$ cat src/rtl/alu_int_pkg.sv
package alu_int_pkg;

    typedef enum logic [4:0] {
        OP_ADD_TRAP = 5'd0,
        OP_ADD_WRAP = 5'd1,
        OP_SUB_TRAP = 5'd2,
        OP_SUB_WRAP = 5'd3,
        OP_SLL_IMM  = 5'd4,
        OP_SRL_IMM  = 5'd5,
        OP_SRA_IMM  = 5'd6,
        OP_ROR_IMM  = 5'd7,
        OP_SLL_VAR  = 5'd8,
        OP_SRL_VAR  = 5'd9,
        OP_SRA_VAR  = 5'd10,
        OP_ROR_VAR  = 5'd11,
        OP_CNT_ONE  = 5'd12,
        OP_CNT_ZERO = 5'd13,
        OP_C_EQ     = 5'd16,
        OP_C_NE     = 5'd17,
        OP_C_GE     = 5'd18,
        OP_C_GEU    = 5'd19,
        OP_C_LT     = 5'd20,
        OP_C_LTU    = 5'd21,
        OP_C_GEZ    = 5'd22,
        OP_C_GTZ    = 5'd23,
        OP_C_LEZ    = 5'd24,
        OP_C_LTZ    = 5'd25
    } op_e;

    typedef enum logic [1:0] {
        SH_LEFT  = 2'd0,
        SH_RIGHT = 2'd1,
        SH_ARITH = 2'd2,
        SH_ROT   = 2'd3
    } shift_kind_e;

endpackage

$ cat src/rtl/alu_addsub.sv
module alu_addsub #(
    parameter int W = 32
) (
    input  logic [W-1:0] lhs,
    input  logic [W-1:0] rhs,
    input  logic         do_sub,
    output logic [W-1:0] sum,
    output logic         ovf_raw
);
    logic [W-1:0] rhs_eff;

    always_comb begin
        rhs_eff = do_sub ? ~rhs : rhs;
        sum     = lhs + rhs_eff + {{(W-1){1'b0}}, do_sub};
        // Signed overflow: the effective operands agree in sign and the
        // outcome disagrees with the left-hand operand.
        ovf_raw = (lhs[W-1] == rhs_eff[W-1]) && (sum[W-1] != lhs[W-1]);
    end
endmodule

$ cat src/rtl/alu_shift.sv
module alu_shift
    import alu_int_pkg::*;
#(
    parameter int W  = 32,
    parameter int SW = $clog2(W)
) (
    input  logic [W-1:0]  val,
    input  logic [SW-1:0] amt,
    input  shift_kind_e   kind,
    output logic [W-1:0]  out
);
    localparam logic [SW:0] WIDTH_EXT = W[SW:0];

    logic [SW:0]  back_amt;
    logic [W-1:0] rot_val;

    always_comb begin
        back_amt = WIDTH_EXT - {1'b0, amt};
        // Zero amount is kept apart so no shift by the full width occurs.
        rot_val  = (amt == '0) ? val : ((val >> amt) | (val << back_amt));
    end

    always_comb begin
        unique case (kind)
            SH_LEFT:  out = val << amt;
            SH_RIGHT: out = val >> amt;
            SH_ARITH: out = $unsigned($signed(val) >>> amt);
            SH_ROT:   out = rot_val;
            default:  out = '0;
        endcase
    end
endmodule

$ cat src/rtl/alu_lead_count.sv
module alu_lead_count #(
    parameter int W  = 32,
    parameter int CW = $clog2(W) + 1
) (
    input  logic [W-1:0]  val,
    input  logic          match_one,
    output logic [CW-1:0] count
);
    logic stop;

    always_comb begin
        count = '0;
        stop  = 1'b0;
        for (int i = W - 1; i >= 0; i--) begin
            if (!stop) begin
                if (val[i] == match_one) begin
                    count = count + 1'b1;
                end else begin
                    stop = 1'b1;
                end
            end
        end
    end
endmodule

$ cat src/rtl/alu_cond.sv
module alu_cond #(
    parameter int W = 32
) (
    input  logic [W-1:0] lhs,
    input  logic [W-1:0] rhs,
    input  logic [3:0]   sel,
    output logic         hit
);
    logic eq, slt, ult, neg, zero;

    always_comb begin
        eq   = (lhs == rhs);
        slt  = ($signed(lhs) < $signed(rhs));
        ult  = (lhs < rhs);
        neg  = lhs[W-1];
        zero = (lhs == '0);
        unique case (sel)
            4'd0:    hit = eq;
            4'd1:    hit = !eq;
            4'd2:    hit = !slt;
            4'd3:    hit = !ult;
            4'd4:    hit = slt;
            4'd5:    hit = ult;
            4'd6:    hit = !neg;
            4'd7:    hit = !neg && !zero;
            4'd8:    hit = neg || zero;
            4'd9:    hit = neg;
            default: hit = 1'b0;
        endcase
    end
endmodule

$ cat src/rtl/alu_int_exec.sv
module alu_int_exec
    import alu_int_pkg::*;
#(
    parameter int WIDTH = 32
) (
    input  logic [4:0]               op_sel,
    input  logic [WIDTH-1:0]         opnd_a,
    input  logic [WIDTH-1:0]         opnd_b,
    input  logic [$clog2(WIDTH)-1:0] shamt,
    output logic [WIDTH-1:0]         result,
    output logic                     wr_en,
    output logic                     ovf_trap,
    output logic                     cond
);
    localparam int SW = $clog2(WIDTH);
    localparam int CW = SW + 1;

    op_e           op;
    logic [WIDTH-1:0] as_sum;
    logic          as_ovf;
    logic [SW-1:0] sh_amt;
    shift_kind_e   sh_kind;
    logic [WIDTH-1:0] sh_out;
    logic [CW-1:0] lc_count;
    logic          cond_hit;

    assign op      = op_e'(op_sel);
    assign sh_amt  = op_sel[3] ? opnd_a[SW-1:0] : shamt;
    assign sh_kind = shift_kind_e'(op_sel[1:0]);

    alu_addsub #(.W(WIDTH)) u_addsub (
        .lhs     (opnd_a),
        .rhs     (opnd_b),
        .do_sub  (op_sel[1]),
        .sum     (as_sum),
        .ovf_raw (as_ovf)
    );

    alu_shift #(.W(WIDTH), .SW(SW)) u_shift (
        .val  (opnd_b),
        .amt  (sh_amt),
        .kind (sh_kind),
        .out  (sh_out)
    );

    alu_lead_count #(.W(WIDTH), .CW(CW)) u_lead (
        .val       (opnd_a),
        .match_one (~op_sel[0]),
        .count     (lc_count)
    );

    alu_cond #(.W(WIDTH)) u_cond (
        .lhs (opnd_a),
        .rhs (opnd_b),
        .sel (op_sel[3:0]),
        .hit (cond_hit)
    );

    always_comb begin
        result   = '0;
        wr_en    = 1'b0;
        ovf_trap = 1'b0;
        cond     = 1'b0;
        unique case (op)
            OP_ADD_TRAP, OP_SUB_TRAP: begin
                result   = as_sum;
                ovf_trap = as_ovf;
                wr_en    = !as_ovf;
            end
            OP_ADD_WRAP, OP_SUB_WRAP: begin
                result = as_sum;
                wr_en  = 1'b1;
            end
            OP_SLL_IMM, OP_SRL_IMM, OP_SRA_IMM, OP_ROR_IMM,
            OP_SLL_VAR, OP_SRL_VAR, OP_SRA_VAR, OP_ROR_VAR: begin
                result = sh_out;
                wr_en  = 1'b1;
            end
            OP_CNT_ONE, OP_CNT_ZERO: begin
                result = {{(WIDTH-CW){1'b0}}, lc_count};
                wr_en  = 1'b1;
            end
            OP_C_EQ, OP_C_NE, OP_C_GE, OP_C_GEU, OP_C_LT,
            OP_C_LTU, OP_C_GEZ, OP_C_GTZ, OP_C_LEZ, OP_C_LTZ: begin
                cond = cond_hit;
            end
            default: begin
                result = '0;
            end
        endcase
    end
endmodule

$ cat config.mk
export PLATFORM = sky130hd
export DESIGN_NAME = alu_int_exec
export DESIGN_NICKNAME = d
export VERILOG_FILES = /design/src/rtl/alu_int_pkg.sv /design/src/rtl/alu_addsub.sv /design/src/rtl/alu_shift.sv /design/src/rtl/alu_lead_count.sv /design/src/rtl/alu_cond.sv /design/src/rtl/alu_int_exec.sv
export SDC_FILE = /design/constraint.sdc
export NUM_CORES = 1
export LEC_CHECK = 0
export BUFFER_PORTS_ARGS = -buffer_cell sky130_fd_sc_hd__buf_4
export CAP_MARGIN = 25
export CORE_MARGIN = 1
export CORE_UTILIZATION = 50
export DETAILED_ROUTE_END_ITERATION = 12
export MAX_ROUTING_LAYER = met4
export PLACE_DENSITY = 0.67
export SETUP_SLACK_MARGIN = 0.02
export SLEW_MARGIN = 20
export SYNTH_ARGS = -nofsm -noshare
export SYNTH_HDL_FRONTEND = slang
export SYNTH_SLANG_ARGS = --single-unit
$ cat constraint.sdc
create_clock -name vclk -period 29.5
set_clock_uncertainty 0.2 [all_clocks]
set_input_delay 2.95 -clock vclk [all_inputs]
set_output_delay 2.95 -clock vclk [all_outputs]
set_load 0.05 [all_outputs]
* After elaboration in Yosys (flattened, before gate mapping)
Cells that the tools add are included.
** Word-level totals
- Flip-flop bits (word level) :: 0
- Bits of input ports :: 74
- Word-level logic and storage cells :: 266
** Cells by class
- $add $sub $neg :: 34
- Order comparisons :: 2
- Eq/ne operators :: 70
- Shift operators :: 4
- Multiplexer cells :: 133
- Bitwise logic cells :: 3
- Reduce and logical (&&, ||, !) cells :: 20
** Operator list (number)
- $mux W6 :: 62
- $add A6 B1 Y6 const B :: 31
- $pmux W32 S4 :: 1
- $pmux W32 S3 :: 1
- $lt A32 B32 Y1 :: 2
- $mux W1 :: 64
- $mux W32 :: 2
- $eq A5 B5 Y1 const B :: 10
- $eq A1 B1 Y1 :: 33
- $add A32 B1 Y32 :: 1
- $add A32 B32 Y32 :: 1
- $eq A32 B32 Y1 :: 1
- $logic_not A32 Y1 :: 1
- $not A32 Y32 :: 1
- $or A32 B32 Y32 :: 1
- $shl A32 B5 Y32 :: 1
- $shl A32 B6 Y32 :: 1
- $shr A32 B5 Y32 :: 1
- $sshr A32 B5 Y32 :: 1
- $eq A5 B4 Y1 const B :: 6
- $eq A5 B3 Y1 const B :: 4
- $eq A4 B3 Y1 const B :: 4
- $reduce_or A12 Y1 :: 1
- $eq A5 B2 Y1 const B :: 2
- 22 further kinds :: 33

* Depth between registers and ports, before layout
Gate-level depths: netlist of the first run.
- Depth in word-level cells :: 97
- Depth in mapped cells :: 91
- Mapped depth without buffers :: 88

* By module
Synthesis of the first run repeated with hierarchy kept, for this count alone.
** Unflattened totals
- Cell total of the unflattened synthesis :: 2236
- Area total of the unflattened synthesis :: 15925.3 um^2
** By module, submodules not included
- alu_shift :: instances 1, cells an instance 980, area an instance 7338.3 um^2
- alu_lead_count :: instances 1, cells an instance 747, area an instance 4958.5 um^2
- alu_addsub :: instances 1, cells an instance 299, area an instance 2090.8 um^2
- alu_cond :: instances 1, cells an instance 149, area an instance 1002.2 um^2
- alu_int_exec :: instances 1, cells an instance 61, area an instance 535.5 um^2

* Worst setup path before layout of the first run
Ideal clock, no wire load.
- Path type :: input-to-output
- Start point :: input port op_sel[0]
- End point :: output port result[5]
- Arrival :: 17875 ps
- Required time :: 26350 ps
- Setup slack :: 8475 ps
- Stages on the path :: 86
- Buffers on the path :: 3
- Path through :: buf_6 -> buf_6 -> buf_2 -> nand2b_1 -> a21oi_1 -> o21bai_1 -> ha_1 -> nor4b_1 -> a221oi_2 -> ha_1 -> xor2_1 -> a21oi_1 -> inv_1 -> ha_1 -> a21oi_1 -> a221oi_1 -> o21ai_1 -> o21a_1 -> (+50 left out) -> a21o_1 -> inv_1 -> ha_1 -> nand2_1 -> o21ai_0 -> ha_1 -> o21ai_0 -> a21oi_1 -> ha_1 -> nand2_1 -> and2_1 -> o21ai_0 -> xnor2_1 -> nand4_1 -> mux2_1 -> o22a_1 -> xnor3_1 -> o221ai_2
** Between the ends
- Word-level cells in the longest chain between the ends :: 97
** Ends and longest elaborated chain
- start: declaration :: RTL line alu_int_exec.sv:6 : input logic [4:0] op_sel,
- $not A1 Y1 :: RTL line alu_int_exec.sv:48 : .match_one (~op_sel[0]),
- $eq A1 B1 Y1 :: RTL line alu_lead_count.sv:16 : if (val[i] == match_one) begin
- $mux W1 :: RTL line alu_lead_count.sv:16
- $add A6 B1 Y6 :: RTL line alu_lead_count.sv:17 : count = count + 1'b1;
- $mux W6 :: RTL line alu_lead_count.sv:16
- $mux W6 :: RTL line alu_lead_count.sv:15 : if (!stop) begin
- $add A6 B1 Y6 :: RTL line alu_lead_count.sv:17
- $mux W6 :: RTL line alu_lead_count.sv:16
- (+81 left out)
- $mux W6 :: RTL line alu_lead_count.sv:15
- $add A6 B1 Y6 :: RTL line alu_lead_count.sv:17
- $mux W6 :: RTL line alu_lead_count.sv:16
- $mux W6 :: RTL line alu_lead_count.sv:15
- $add A6 B1 Y6 :: RTL line alu_lead_count.sv:17
- $mux W6 :: RTL line alu_lead_count.sv:16
- $mux W6 :: RTL line alu_lead_count.sv:15
- $pmux W32 S3 * :: RTL line alu_int_exec.sv:64 : unique case (op)
- end: declaration :: RTL line alu_int_exec.sv:10 : output logic [WIDTH-1:0] result,
Every way passes the cells marked *; elsewhere a longest branch is shown, timed or not.

* Worst setup path after layout of the first run
Ends and elaborated chain as after synthesis.

==> out/metrics.yaml, run 1 <==
final_layout:
  layout.area.seq_um2: 0
  num-fill-cells: 2642
  clkbuf_count: 0
  antenna-diode-count: 0
  number_of_nets_in_the_final_layout: 2196
  area.growth.synth_to_final_pct: 7.05
  drive_above_1_share: 0.103
  numSequentialCells: 0
clock_tree:
  cts.repair.resized: 0
  cts_hold_buffers: 0
  cts_setup_buffers: 0
critical_path:
  timing.critical_path.to_type: "primary output"
  critPathKind: "input port to primary output"
  crit_family: "compound AO/OA/AOI/OAI gates"
  critPathMostFrequentCell: "sky130_fd_sc_hd__ha_1"
  timing.critical_path.buf_inv: 7
  worst_setup_path_startpoint: "op_sel[0]"
  cp_data_required_time_ns: 26.35
  setup.worst_path.start_class: "input port"
  worst-path-max-fanout: 80
  critical-path-slowest-cell: "sky130_fd_sc_hd__buf_4"
  critPathArrivalTime_ns: 20.94
  cp_slowest_stage_delay_ns: 0.72
synth:
  synth_cells: 2026
  synth_area_leader_cell: "sky130_fd_sc_hd__mux2i_1"
  yosys_warning_count: 0
  synth_largest_type_area_fraction: 0.109
  synthMostInstantiatedCell: "sky130_fd_sc_hd__nand2_1"
  syn_avg_cell_area_um2: 6.46
  synth_nets: 2193
  synth_area_um2: 13100
  yosysSeqAreaShare: 0
  yosys-top-cells-area: "sky130_fd_sc_hd__mux2i_1 (11%), sky130_fd_sc_hd__ha_1 (8.8%), sky130_fd_sc_hd__a21oi_1 (7.6%), sky130_fd_sc_hd__nand2_1 (6.6%), sky130_fd_sc_hd__o21ai_0 (6.0%)"
  synthTopCellsByCount: "sky130_fd_sc_hd__nand2_1 (229), sky130_fd_sc_hd__a21oi_1 (199), sky130_fd_sc_hd__nor2_1 (196), sky130_fd_sc_hd__o21ai_0 (156), sky130_fd_sc_hd__mux2i_1 (143)"
  yosys.cell_types.count: 106
global_route:
  first_global_vias: 15200
  grt_usage: 0.454
  grt_first_pass_wirelength_mm: 90.7
  initial_antenna_violation_count: 0
  grt_overflow: 0
  pin_count_of_the_biggest_net_entering_global_routing: 81
routing:
  drt-wirelength-per-cell_um: 25.8
  drt_pre_antenna_iters: 6
  vias: 16400
  postRouteAntennaNets: 0
  routed_via_density: 6.97
  post-route-drc-count: 0
  drtIter0Drc: 2267
  routed_wl_mm: 60.8
run_status:
  status: "finished clean"
timing:
  achievable-frequency_mhz: 41.5
  timing.setup.tns_ns: 0
  report.final.slew_viol_count: 0
  fin_crit_ns: 24.09
  timing.slew.headroom: 0.273
  final_hold_viol_count: 0
  grt_setup_unrepaired: "false"
  setup_viol: 0
  layout_worst_path_cycle_share: 0.816
  worst_slew_pin_slew_ns: 1.08
  whs_ns: 6.24
power_and_ir_drop:
  power-per-cell-area_nw_per_um2: 25.9
  worst_ir_drop_vdd_mv: 0.0295
  leakagePower_nw: 6.06
die:
  core-area_um2: 25400
  die_w_um: 164
  die-height_um: 164
  design.portCount: 109
  core.rowCount: 58
  initial_core_util: 0.515
  die_area_um2: 26800
placement:
  detailedPlacementHpwl_mm: 47.5
  place_congestion: 1.10
  io_buffer_count: 109
job:
  cap_viol_max_count: 0
hold_path:
  worst_hold_depth: 4
  holdCritPathClass: "input port to primary output"
  worst_hold_startpoint: "op_sel[4]"
  holdPathEnd: "cond"
## where the power goes
| part | switching (W) | internal (W) |
|---|---|---|
| logic | 0.000242 | 0.000120 |
| clock network | 0 | 0 |
| registers | 0 | 0 |
| total | 0.000242 | 0.000120 |
## final cells by class
cell class	count	area (um^2)	share of cell area
multi-input cells	1809	12300	0.877
repair buffers	132	991	0.0707
well taps	330	413	0.0295
inverters	86	323	0.0230
## cells by family after synthesis
kind of cell             Yosys count  share of synthesized area
AO/OA/AOI/OAI                    691                      0.340
adder cells (fa/ha/maj)           96                     0.0918
AND/OR/NAND/NOR                  726                      0.265
multiplexers                     159                      0.127
XOR/XNOR                         137                      0.110
buffers and inverters            217                     0.0659
## worst max-delay path by stage
stage / slack [ns] / cells past startpoint / to
2_1_floorplan: 8.48 / 86 / result[5]
3_3_place_gp: 6.39 / 85 / result[5]
3_5_place_dp: 5.78 / 85 / result[5]
4_1_cts: 5.70 / 85 / result[5]
5_1_grt: 4.04 / 80 / result[5]
6_report: 5.41 / 85 / result[5]
## routing by layer
layer,vias to the layer above,GRT usage,share of wire
li1,7497,-,-
met1,7691,0.565,0.39
met2,1009,0.707,0.44
met3,238,0.0500,0.094
met4,0,0.268,0.074
met5,-,-,0
## through the flow
step	total power [W]	area, um^2	util	std cells	setup WS [ns]
detailed placement	0.000346	14000	0.552	2357	5.78
global route	0.000383	14000	0.552	2357	4.04
CTS	0.000348	14000	0.552	2357	5.70
finish	0.000363	14000	0.552	2357	5.41
global placement	0.000344	14000	0.552	2357	6.39
floorplan	0.000238	13100	-	2026	8.48
## placed cells by master (no fill, tap or decap), types with 8 or more instances in the layout
cell type                   netlist  routed
sky130_fd_sc_hd__nand3_1         58      58
sky130_fd_sc_hd__nor2_1         196     195
sky130_fd_sc_hd__or2_2            9       9
sky130_fd_sc_hd__a21oi_1        199     199
sky130_fd_sc_hd__o221ai_1        14      14
sky130_fd_sc_hd__xor2_1          71      71
sky130_fd_sc_hd__a221oi_1        18      18
sky130_fd_sc_hd__ha_1            92      92
sky130_fd_sc_hd__a211o_1         10      10
sky130_fd_sc_hd__buf_4            2     132
sky130_fd_sc_hd__a21boi_0        13      13
sky130_fd_sc_hd__o21ai_0        156     156
sky130_fd_sc_hd__o31ai_1          8       8
sky130_fd_sc_hd__nor2b_1         30      30
sky130_fd_sc_hd__nor4_1          13      13
sky130_fd_sc_hd__o2111ai_1        8       8
sky130_fd_sc_hd__a21o_1          26      26
sky130_fd_sc_hd__o21a_1          14      14
sky130_fd_sc_hd__a211oi_1        33      33
sky130_fd_sc_hd__or3_1           15      15
sky130_fd_sc_hd__xnor2_1         47      43
sky130_fd_sc_hd__mux2i_1        143     141
sky130_fd_sc_hd__xnor2_2          6      10
sky130_fd_sc_hd__nor3_1          40      40
sky130_fd_sc_hd__nand2b_1        35      35
sky130_fd_sc_hd__and2_1          25      25
sky130_fd_sc_hd__a22oi_1         13      13
sky130_fd_sc_hd__mux2_2          10      10
sky130_fd_sc_hd__and3_1          15      15
sky130_fd_sc_hd__a31oi_1         30      30
sky130_fd_sc_hd__o211ai_1        24      24
sky130_fd_sc_hd__inv_1           80      80
sky130_fd_sc_hd__nand4_1         16      16
sky130_fd_sc_hd__o32ai_1          8       8
sky130_fd_sc_hd__o22ai_1         38      38
sky130_fd_sc_hd__nand2_1        229     229
No activity file was read; power rests on OpenSTA's default activity.
==> inputs of run 2 (changes only) <==
- clock period: 29.5 -> 23.9 ns (I/O delays scaled with it)
==> run 2 against run 1 <==
Net effect: final area about the same; cell count is essentially flat; critical path type unchanged; via count grew 0.77%; critical endpoint unchanged; critical path depth shrank 1.
==> out/metrics.yaml, run 2 (synthesized netlist as in run 1, its figures left out) <==
placement:
  io_buffer_count: 109
  detailedPlacementHpwl_mm: 47.1
  place_congestion: 1.11
die:
  core.rowCount: 58
  die_w_um: 164
  core-area_um2: 25400
  initial_core_util: 0.515
  die-height_um: 164
  die_area_um2: 26800
  design.portCount: 109
critical_path:
  critical-path-slowest-cell: "sky130_fd_sc_hd__or3b_1"
  worst-path-max-fanout: 84
  setup.worst_path.start_class: "input port"
  cp_slowest_stage_delay_ns: 0.55
  critPathMostFrequentCell: "sky130_fd_sc_hd__ha_1"
  timing.critical_path.buf_inv: 6
  crit_family: "compound AO/OA/AOI/OAI gates"
  critPathArrivalTime_ns: 19.76
  cp_data_required_time_ns: 21.31
  timing.critical_path.to_type: "primary output"
  critPathKind: "input port to primary output"
timing:
  layout_worst_path_cycle_share: 0.935
  fin_crit_ns: 22.35
  grt_setup_unrepaired: "false"
  timing.slew.headroom: 0.341
  report.final.slew_viol_count: 0
  setup_viol: 0
  worst_slew_pin_slew_ns: 0.978
  achievable-frequency_mhz: 44.7
  final_hold_viol_count: 0
  timing.setup.tns_ns: 0
final_layout:
  clkbuf_count: 0
  area.growth.synth_to_final_pct: 7.11
  numSequentialCells: 0
  drive_above_1_share: 0.102
  number_of_nets_in_the_final_layout: 2196
  mostFrequentLayoutCells: "sky130_fd_sc_hd__nand2_1 (229), sky130_fd_sc_hd__a21oi_1 (199), sky130_fd_sc_hd__nor2_1 (196)"
  num-fill-cells: 2644
  layout.area.seq_um2: 0
  multi_input_comb_area_um2: 12300
  final_common_cell: "sky130_fd_sc_hd__nand2_1"
routing:
  drt-wirelength-per-cell_um: 25.5
  drtIter0Drc: 2298
  detail_route.wirelength.met1_mm: 23.2
  postRouteAntennaNets: 0
  vias: 16600
  drt_pre_antenna_iters: 10
  met3RoutedLength_mm: 6.10
  routed_wl_mm: 60.3
  topRoutingLayerUsed: "met4"
  wl_met2_mm: 26.8
  routed_via_density: 7.02
  post-route-drc-count: 0
global_route:
  first_global_vias: 15400
  grt_overflow: 0
  pin_count_of_the_biggest_net_entering_global_routing: 85
  initial_antenna_violation_count: 2
  grt_usage: 0.448
  grt_first_pass_wirelength_mm: 89.9
hold_path:
  worst_hold_depth: 4
  holdPathEnd: "cond"
  holdCritPathClass: "input port to primary output"
  worst_hold_startpoint: "op_sel[4]"
run_status:
  status: "finished clean"
clock_tree:
  cts.repair.resized: 0
  cts_hold_buffers: 0
  cts_setup_buffers: 0
job:
  cap_viol_max_count: 0
run 2: metrics by stage:
stage,hold slack [ns],area (um^2),worst slack (ns),util,std cells
floorplan,4.85,13100,4.00,-,2026
global placement,5.10,14000,2.38,0.551,2357
detailed placement,5.09,14000,1.72,0.551,2357
CTS,5.09,14000,1.66,0.551,2357
global route,5.13,14000,0.0444,0.552,2359
finish,5.09,14000,1.55,0.552,2359
run 2: worst max-delay path by stage:
stage / depth (start not counted) / end / startpoint / slack, ns
final: 84 / result[5] / op_sel[0] / 1.55
after global routing: 84 / result[5] / op_sel[0] / 0.04
after CTS: 84 / result[5] / op_sel[0] / 1.66
after detailed placement: 84 / result[5] / op_sel[0] / 1.72
after global placement: 84 / result[5] / op_sel[0] / 2.38
after floorplan: 86 / result[5] / op_sel[0] / 4.00
run 2: layout make-up:
cell class / count / area share
well taps: 330 / 0.0295
multi-input cells: 1809 / 0.876
repair buffers: 132 / 0.0711
diodes: 2 / 0.000357
inverters: 86 / 0.0230
run 2: routing by layer:
metal,track usage,up-vias
li1,-,7503
met1,0.545,7761
met2,0.710,1072
met3,0.0702,225
met4,0.239,0
met5,-,-
